==> config.mk <==
export PLATFORM = sky130hd
export DESIGN_NAME = dram_glue_seq
export DESIGN_NICKNAME = d
export VERILOG_FILES = /design/src/rtl/dram_glue_seq.sv
export SDC_FILE = /design/constraint.sdc
export NUM_CORES = 1
export LEC_CHECK = 0
export ABC_CLOCK_PERIOD_IN_PS = 1450
export CORE_AREA = 2 2 39 41
export CTS_CLUSTER_SIZE = 12
export DETAILED_ROUTE_END_ITERATION = 12
export DIE_AREA = 0 0 41 43
export GPL_TIMING_DRIVEN = 0
export SYNTH_ARGS = -nofsm -noshare
export SYNTH_HDL_FRONTEND = slang
export SYNTH_SLANG_ARGS = --single-unit
==> constraint.sdc <==
create_clock -name clk -period 1.45 [get_ports clk]
set_input_delay 0.29 -clock clk [delete_from_list [all_inputs] [get_ports clk]]
set_output_delay 0.29 -clock clk [all_outputs]
set_load 0.005 [all_outputs]
==> src/rtl/dram_glue_seq.sv <==
module dram_glue_seq #(
  parameter int RD_WAITS = 2,
  parameter int WR_DLY   = 1
) (
  input  logic       clk,
  input  logic       rst_n,
  input  logic       cyc_strb,
  input  logic       cyc_wr,
  input  logic       mem_sel,
  input  logic       rfsh_req,
  input  logic       rfsh_done,
  output logic       rasin_n,
  output logic [1:0] mode_sel,
  output logic       cs_o,
  output logic       wait_o
);
  localparam int CMAX = (RD_WAITS > WR_DLY ? RD_WAITS : WR_DLY) + 2;
  localparam int CW = $clog2(CMAX);
  localparam logic [CW-1:0] RD_LIM = CW'(RD_WAITS);
  localparam logic [CW-1:0] WR_LIM = CW'(WR_DLY);
  localparam logic [1:0] MODE_ACC  = 2'b01;
  localparam logic [1:0] MODE_RFSH = 2'b10;

  typedef enum logic [1:0] {S_IDLE, S_ACC, S_RFSH, S_RET} st_t;

  st_t          st;
  logic [CW-1:0] cnt;
  logic          is_wr, cs_q;

  always_ff @(posedge clk) begin
    if (!rst_n) begin
      st    <= S_IDLE;
      cnt   <= '0;
      is_wr <= 1'b0;
      cs_q  <= 1'b0;
    end else begin
      case (st)
        S_IDLE:
          if (rfsh_req) st <= S_RFSH;
          else if (cyc_strb) begin
            st    <= S_ACC;
            cnt   <= '0;
            is_wr <= cyc_wr;
            cs_q  <= mem_sel;
          end
        S_ACC:
          if (!cyc_strb) st <= S_IDLE;
          else if (cnt != '1) cnt <= cnt + 1'b1;
        S_RFSH:
          if (rfsh_done) st <= S_RET;
        default:
          st <= S_IDLE;
      endcase
    end
  end

  assign rasin_n  = !(st == S_ACC && (!is_wr || cnt >= WR_LIM));
  assign mode_sel = (st == S_RFSH) ? MODE_RFSH : MODE_ACC;
  assign cs_o     = (st == S_ACC) ? cs_q : mem_sel;
  assign wait_o   = cyc_strb &&
                    ((st == S_ACC) ? (cs_q && !is_wr && cnt < RD_LIM)
                                   : (mem_sel && (st != S_IDLE || rfsh_req || !cyc_wr)));


  idle_req_enters_rfsh_chk: assert property (@(posedge clk) disable iff (!rst_n)
    (st == S_IDLE && rfsh_req) |=> (mode_sel == MODE_RFSH && rasin_n));


  rfsh_exit_one_clk_chk: assert property (@(posedge clk) disable iff (!rst_n)
    (mode_sel == MODE_RFSH && rfsh_done) |=> (mode_sel == MODE_ACC && rasin_n));


  mode_stable_under_ras_chk: assert property (@(posedge clk) disable iff (!rst_n)
    (mode_sel != $past(mode_sel)) |-> (rasin_n && $past(rasin_n)));


  write_no_wait_chk: assert property (@(posedge clk) disable iff (!rst_n)
    (!rasin_n && is_wr) |-> !wait_o);


  cs_before_ras_chk: assert property (@(posedge clk) disable iff (!rst_n)
    ($fell(rasin_n) && cs_o) |-> $past(cs_o));
endmodule

* Word level (Yosys, flattened, before mapping)
Index checks and enable logic that the tools add are counted.
** Storage, ports and cells
- Word-level logic and storage cells :: 48
- Register bits :: 6
** Operators by class
- Add/sub/neg operators :: 1
- Eq/ne operators :: 10
- Reduce and logical (&&, ||, !) cells :: 17
- Bitwise gates (word level) :: 1
- Multiplexer cells :: 13
- $lt $le $gt $ge :: 2
** Operators with widths (number)
- 2-to-1 mux 2 bit :: 9
- != test 2 bit (second input constant) :: 7
- one-hot mux 2 bit (3 select lines) :: 1
- AND reduction 3 bit :: 2
- logical AND 1 bit :: 5
- AND reduction 5 bit :: 1
- one-hot mux 2 bit (2 select lines) :: 1
- nonzero test 2 bit :: 2
- zero test 1 bit :: 3
- logical OR 1 bit :: 3
- != test 3 bit (second input constant) :: 1
- adder 2 x 1 -> 2 bit (second input constant) :: 1
- == test 2 x 1 -> 1 bit (second input constant) :: 1
- == test 2 bit (second input constant) :: 1
- greater-or-equal comparator 2 x 1 -> 1 bit (second input constant) :: 1
- zero test 2 bit :: 1
- less-than comparator 2 bit (second input constant) :: 1
- 2-to-1 mux 1 bit :: 2
- NOT 1 bit :: 1

* Depth between registers and ports, before layout
- Word-level depth :: 6
- Mapped depth :: 4
- Mapped depth without buffers :: 4

* Least setup slack after synthesis
OpenSTA, ideal clock, no wires.
- Path kind :: register -> output
- From :: register st[0]
- To :: output port cs_o
- Arrival :: 1.000 ns
- Cell stages (with the launch flop) :: 3
- Slack :: 0.160 ns
- Path through :: dfxtp_1 > nor2b_2 > mux2_2
** Between the ends
- Word-level cells in the longest chain between the ends :: 2
** Ends and longest elaborated chain
- start: declaration :: RTL line 26 : st_t st;
- start signal: assignment :: RTL line 32 : st <= S_IDLE;
- start signal: assignment :: RTL line 39 : if (rfsh_req) st <= S_RFSH;
- start signal: assignment :: RTL line 41 : st <= S_ACC;
- == test 2 x 1 -> 1 bit :: RTL line 59 : assign cs_o = (st == S_ACC) ? cs_q : mem_sel;
- 2-to-1 mux 1 bit :: RTL line 59
- end: declaration :: RTL line 14 : output logic cs_o,
Every way passes these cells.

* Worst setup path in the final report
- From :: input port rfsh_req
- To :: output port wait_o
** Between the ends
- Word-level cells in the longest chain between the ends :: 5
** Ends and longest elaborated chain
- start: declaration :: RTL line 10 : input logic rfsh_req,
- logical OR 1 bit (2 in series) :: RTL line 62 : : (mem_sel && (st != S_IDLE || rfsh_req || !cyc_wr)));
- logical AND 1 bit :: RTL line 62
- 2-to-1 mux 1 bit :: RTL line 61 : ((st == S_ACC) ? (cs_q && !is_wr && cnt < RD_LIM)
- logical AND 1 bit :: RTL line 60 : assign wait_o = cyc_strb &&
- end: declaration :: RTL line 15 : output logic wait_o
Every way passes these cells.

==> results.md <==
- The flow ran to the end, but the final reports show violations.
- The final reports fail on setup timing.
- The met1 usage in global routing is 0.125.
- The count of different cell masters after synthesis is 17.
- The critical path is of the in -> out type.
- The final net count is 73.
- The tool flagged a number of max-cap violations equal to 0.
- The number of antenna violations at the first check in global routing is 0.
- Leaving out fill and tap cells, the most frequent cell in the layout is buf_4.
- The final-report max-slew violation count came to 0.
- The maximum ir drop on the vdd rail is 392 uV.
- Measured against its own limit, the worst slew margin works out to 0.814.
- On the worst path, the slowest cell contributes a delay of 0.42 ns.
- For this run, the number of Yosys warnings is 0.
- At the end of routability-driven placement, the weighted congestion stood at 0.683.
- Synthesis produced 40 cells.
- The TritonCTS buffer count is 3.
- By area the synthesized netlist is led by dfxtp_1 33%, mux2i_1 11%, ha_1 6.9%.
- The floorplan step defined a core boundary enclosing 1380 um^2.
- After clock tree synthesis, the clock-pin slew on the worst setup and hold paths is 0.05 ns.
- At the later pin of the worst-skew pair, clock insertion delay measures 0.24 ns.
- Setup repair after global routing could not meet its margin everywhere.
- STA classifies the critical path startpoint as an input pin.
- The static power due to leakage is 0.252 nW.
- The worst hold path begins at cyc_wr.
- Of the synthesized area, sequential elements account for 0.331.
- The count of port buffers added during placement is 11.
- The post-detailed-route count of antenna-violating nets is 0.
- Relative to the synthesized area, the layout overhead comes to 58.3%.
- The global-route total usage across every layer is 0.115.
- The count of final hold-check violations is 0.
- The fraction of post-synthesis cell area in the top cell type by area is 0.331.
- The total overflow left after global routing is 0.
- The post-detailed-routing wire length is 881 um.
- After the flow finishes, the layout carries non-filler instances totaling 78.
- The element type at the critical path end is an output pin.
- Walking the worst path, the cells encountered are clkdlybuf4s15_1, or3b_4, nand3b_1, a21boi_1, buf_2.
- The first detailed-routing pass ran for 5 iterations.
- Setup violations remaining at the end of the flow were counted as 2.
- In the final layout, the share of cells above drive strength 1 is 0.371.
- Data on the critical path arrives at its endpoint at 1.23 ns.
- The number of fill cells in the layout is 149.
- CTS built an H-tree with a depth of 1.
- The number of nets in the synthesized netlist is 49.
- The top cell types in the final layout, fill and taps aside, are 7 x buf_4, 5 x nand2_1, 4 x nand3_1, 4 x mux2i_1, 4 x clkdlybuf4s50_1.
- The met3 usage is 0.0314.
- After the first detailed-routing iteration, the DRC count stood at 11.
- Dividing the detail-routed via count by the number of cells gives 4.54.
- The total DRC errors in the routed layout is 0.
- 0 antenna diodes ended up in the layout.
- For met2 alone, demand over resource in global routing was 0.172.
- The power per cell area is 769 nW/um^2.
- met2 is the most crowded layer.
- The tree is rooted in a clkbuf_4.
- The chip height is 43 um.
- The placed cell count is 67.
- Counting flops and latches in the post-synthesis netlist gives 6.
- The fmax is 658 MHz.
- The largest area contributor in the synthesized netlist is dfxtp_1.
- Setup slack on the worst reg-to-reg path comes out at 0.22 ns.
- A synthesized cell averages 9.07 um^2.
- The final critical-path required period is 1.52 ns.
- The largest individual stage delay along the critical path comes from the cell or3b_4.
- The first global-routing pass estimated 1.32 mm of wire.
- In the finished design, the share of the clock period the worst path needs comes to 1.05.
- The floorplan step set the die width to 41 um.
- The area enclosed by the die boundary is 1760 um^2.
- Entering global routing, the biggest net connects 9 pins.
- The floorplan has 14 rows.
- The clock net in this run drives a total of 6 sinks.
- The data required time of the critical path is 1.16 ns.
- For this block, the via count after detailed routing is 354.
- The clock tree from TritonCTS is built.
- The wire length per cell after detailed routing is 11.3 um.
- The starting density of the core is 0.262.
- The buffer depth of the longest clock path is 2.
- The transition time at the pin with the least slew margin is 0.278 ns.
- The number of global-route vias before repair is 343.
- The gate family responsible for the most delay along the worst path is simple AND/OR/NAND/NOR gates.
- The half-perimeter wire length after placement is 564 um.
- The final critical-path setup slack is -0.0704 ns.
- 12 I/O pins were placed.
- Total power for the finished layout comes to 0.000442 W.
- The count of buffering cells on the critical path with inverters included is 2.
- In this run the worst path has a maximum fanout of 4.
- The path class of the tightest hold or removal check is in -> reg.
- After synthesis the cells add up to 363 um^2.
- The startpoint identified for the worst register-to-register timing path is st[1].
- The critical path starts at rfsh_req.
- The maximum clock skew at final layout is 0.00494 ns.
-- logic make-up (layout without fill, tap and decap cells) --
family	after synthesis	in the layout	share of synthesized area
AOI/OAI and AO/OA	3	3	0.0551
muxes	5	5	0.141
adders and majority gates	2	2	0.0690
DFF	6	6	0.331
and+or+nand+nor	21	21	0.372
buffers and inverters	3	25	0.0310
-- final timing paths --
| path | endpoint | cells after the start |
|---|---|---|
| setup / recovery | wait_o | 5 |
| hold / removal | is_wr | 3 |
| setup reg to reg | is_wr | 4 |
| hold reg to reg | cnt[0] | 3 |
-- final cells by class --
class / instances / area (um^2) / share of cell area
Clock buffer: 3 / 22.5 / 0.0392
Tap cell: 16 / 20.0 / 0.0349
Sequential cell: 6 / 130 / 0.227
Multi-Input combinational cell: 31 / 239 / 0.416
Inverter: 3 / 11.3 / 0.0196
Timing Repair Buffer: 19 / 151 / 0.264
-- where the power goes --
group | switching [W] | internal, W
Sequential | 0.00000666 | 0.000173
Clock | 0.0000609 | 0.0000937
Combinational | 0.0000425 | 0.0000649
-- synth_stat cells --
| cell | n |
|---|---|
| nor2b_2 | 1 |
| or3b_2 | 1 |
| nor4b_4 | 1 |
| nand3b_1 | 2 |
| nor2b_1 | 2 |
| nand3_1 | 4 |
| mux2i_1 | 4 |
| a21oi_1 | 1 |
| nor3b_1 | 1 |
| mux2_2 | 1 |
| nand2_1 | 5 |
| dfxtp_1 | 6 |
| nor2_1 | 2 |
| inv_1 | 3 |
| a21boi_0 | 2 |
| nand2b_1 | 2 |
| ha_1 | 2 |
-- metrics by stage --
step	cell area, um^2	util	hold WS (ns)	setup slack, ns	TNS (ns)
detailed placement	493	0.356	0.481	-0.722	-1.35
finish	574	0.415	0.477	-0.0704	-0.0777
floorplan	363	-	0.418	0.160	0
global route	574	0.415	0.521	-0.141	-0.194
CTS	573	0.414	0.483	-0.112	-0.206
global placement	493	0.356	0.468	-0.708	-1.34
-- what timing repair did --
| action | in CTS | in global routing |
|---|---|---|
| resized for setup | 23 | 4 |
| hold buffers | 0 | 0 |
| pin swaps | 1 | 2 |
| buffers inserted | 6 | 2 |
| setup endpoints to repair | 5 | 4 |
-- metal layers --
| metal | up-vias | wire length [um] |
|---|---|---|
| li1 | 180 | - |
| met1 | 153 | 384 |
| met2 | 19 | 423 |
| met3 | 2 | 59 |
| met4 | 0 | 14 |
| met5 | - | 0 |
-- worst register-to-register path: stages (launching register included) --
cell and delay [ns]:
dfxtp_4 0.35, buf_4 0.15, nor4b_4 0.33, mux2i_1 0.23, nor2b_1 0.06
-- sequential cells by signal, summed over array words and instances, names as in the netlist --
signal and count:
st 2, cs_q 1, cnt 2, is_wr 1
(Power assumes the default switching activity.)
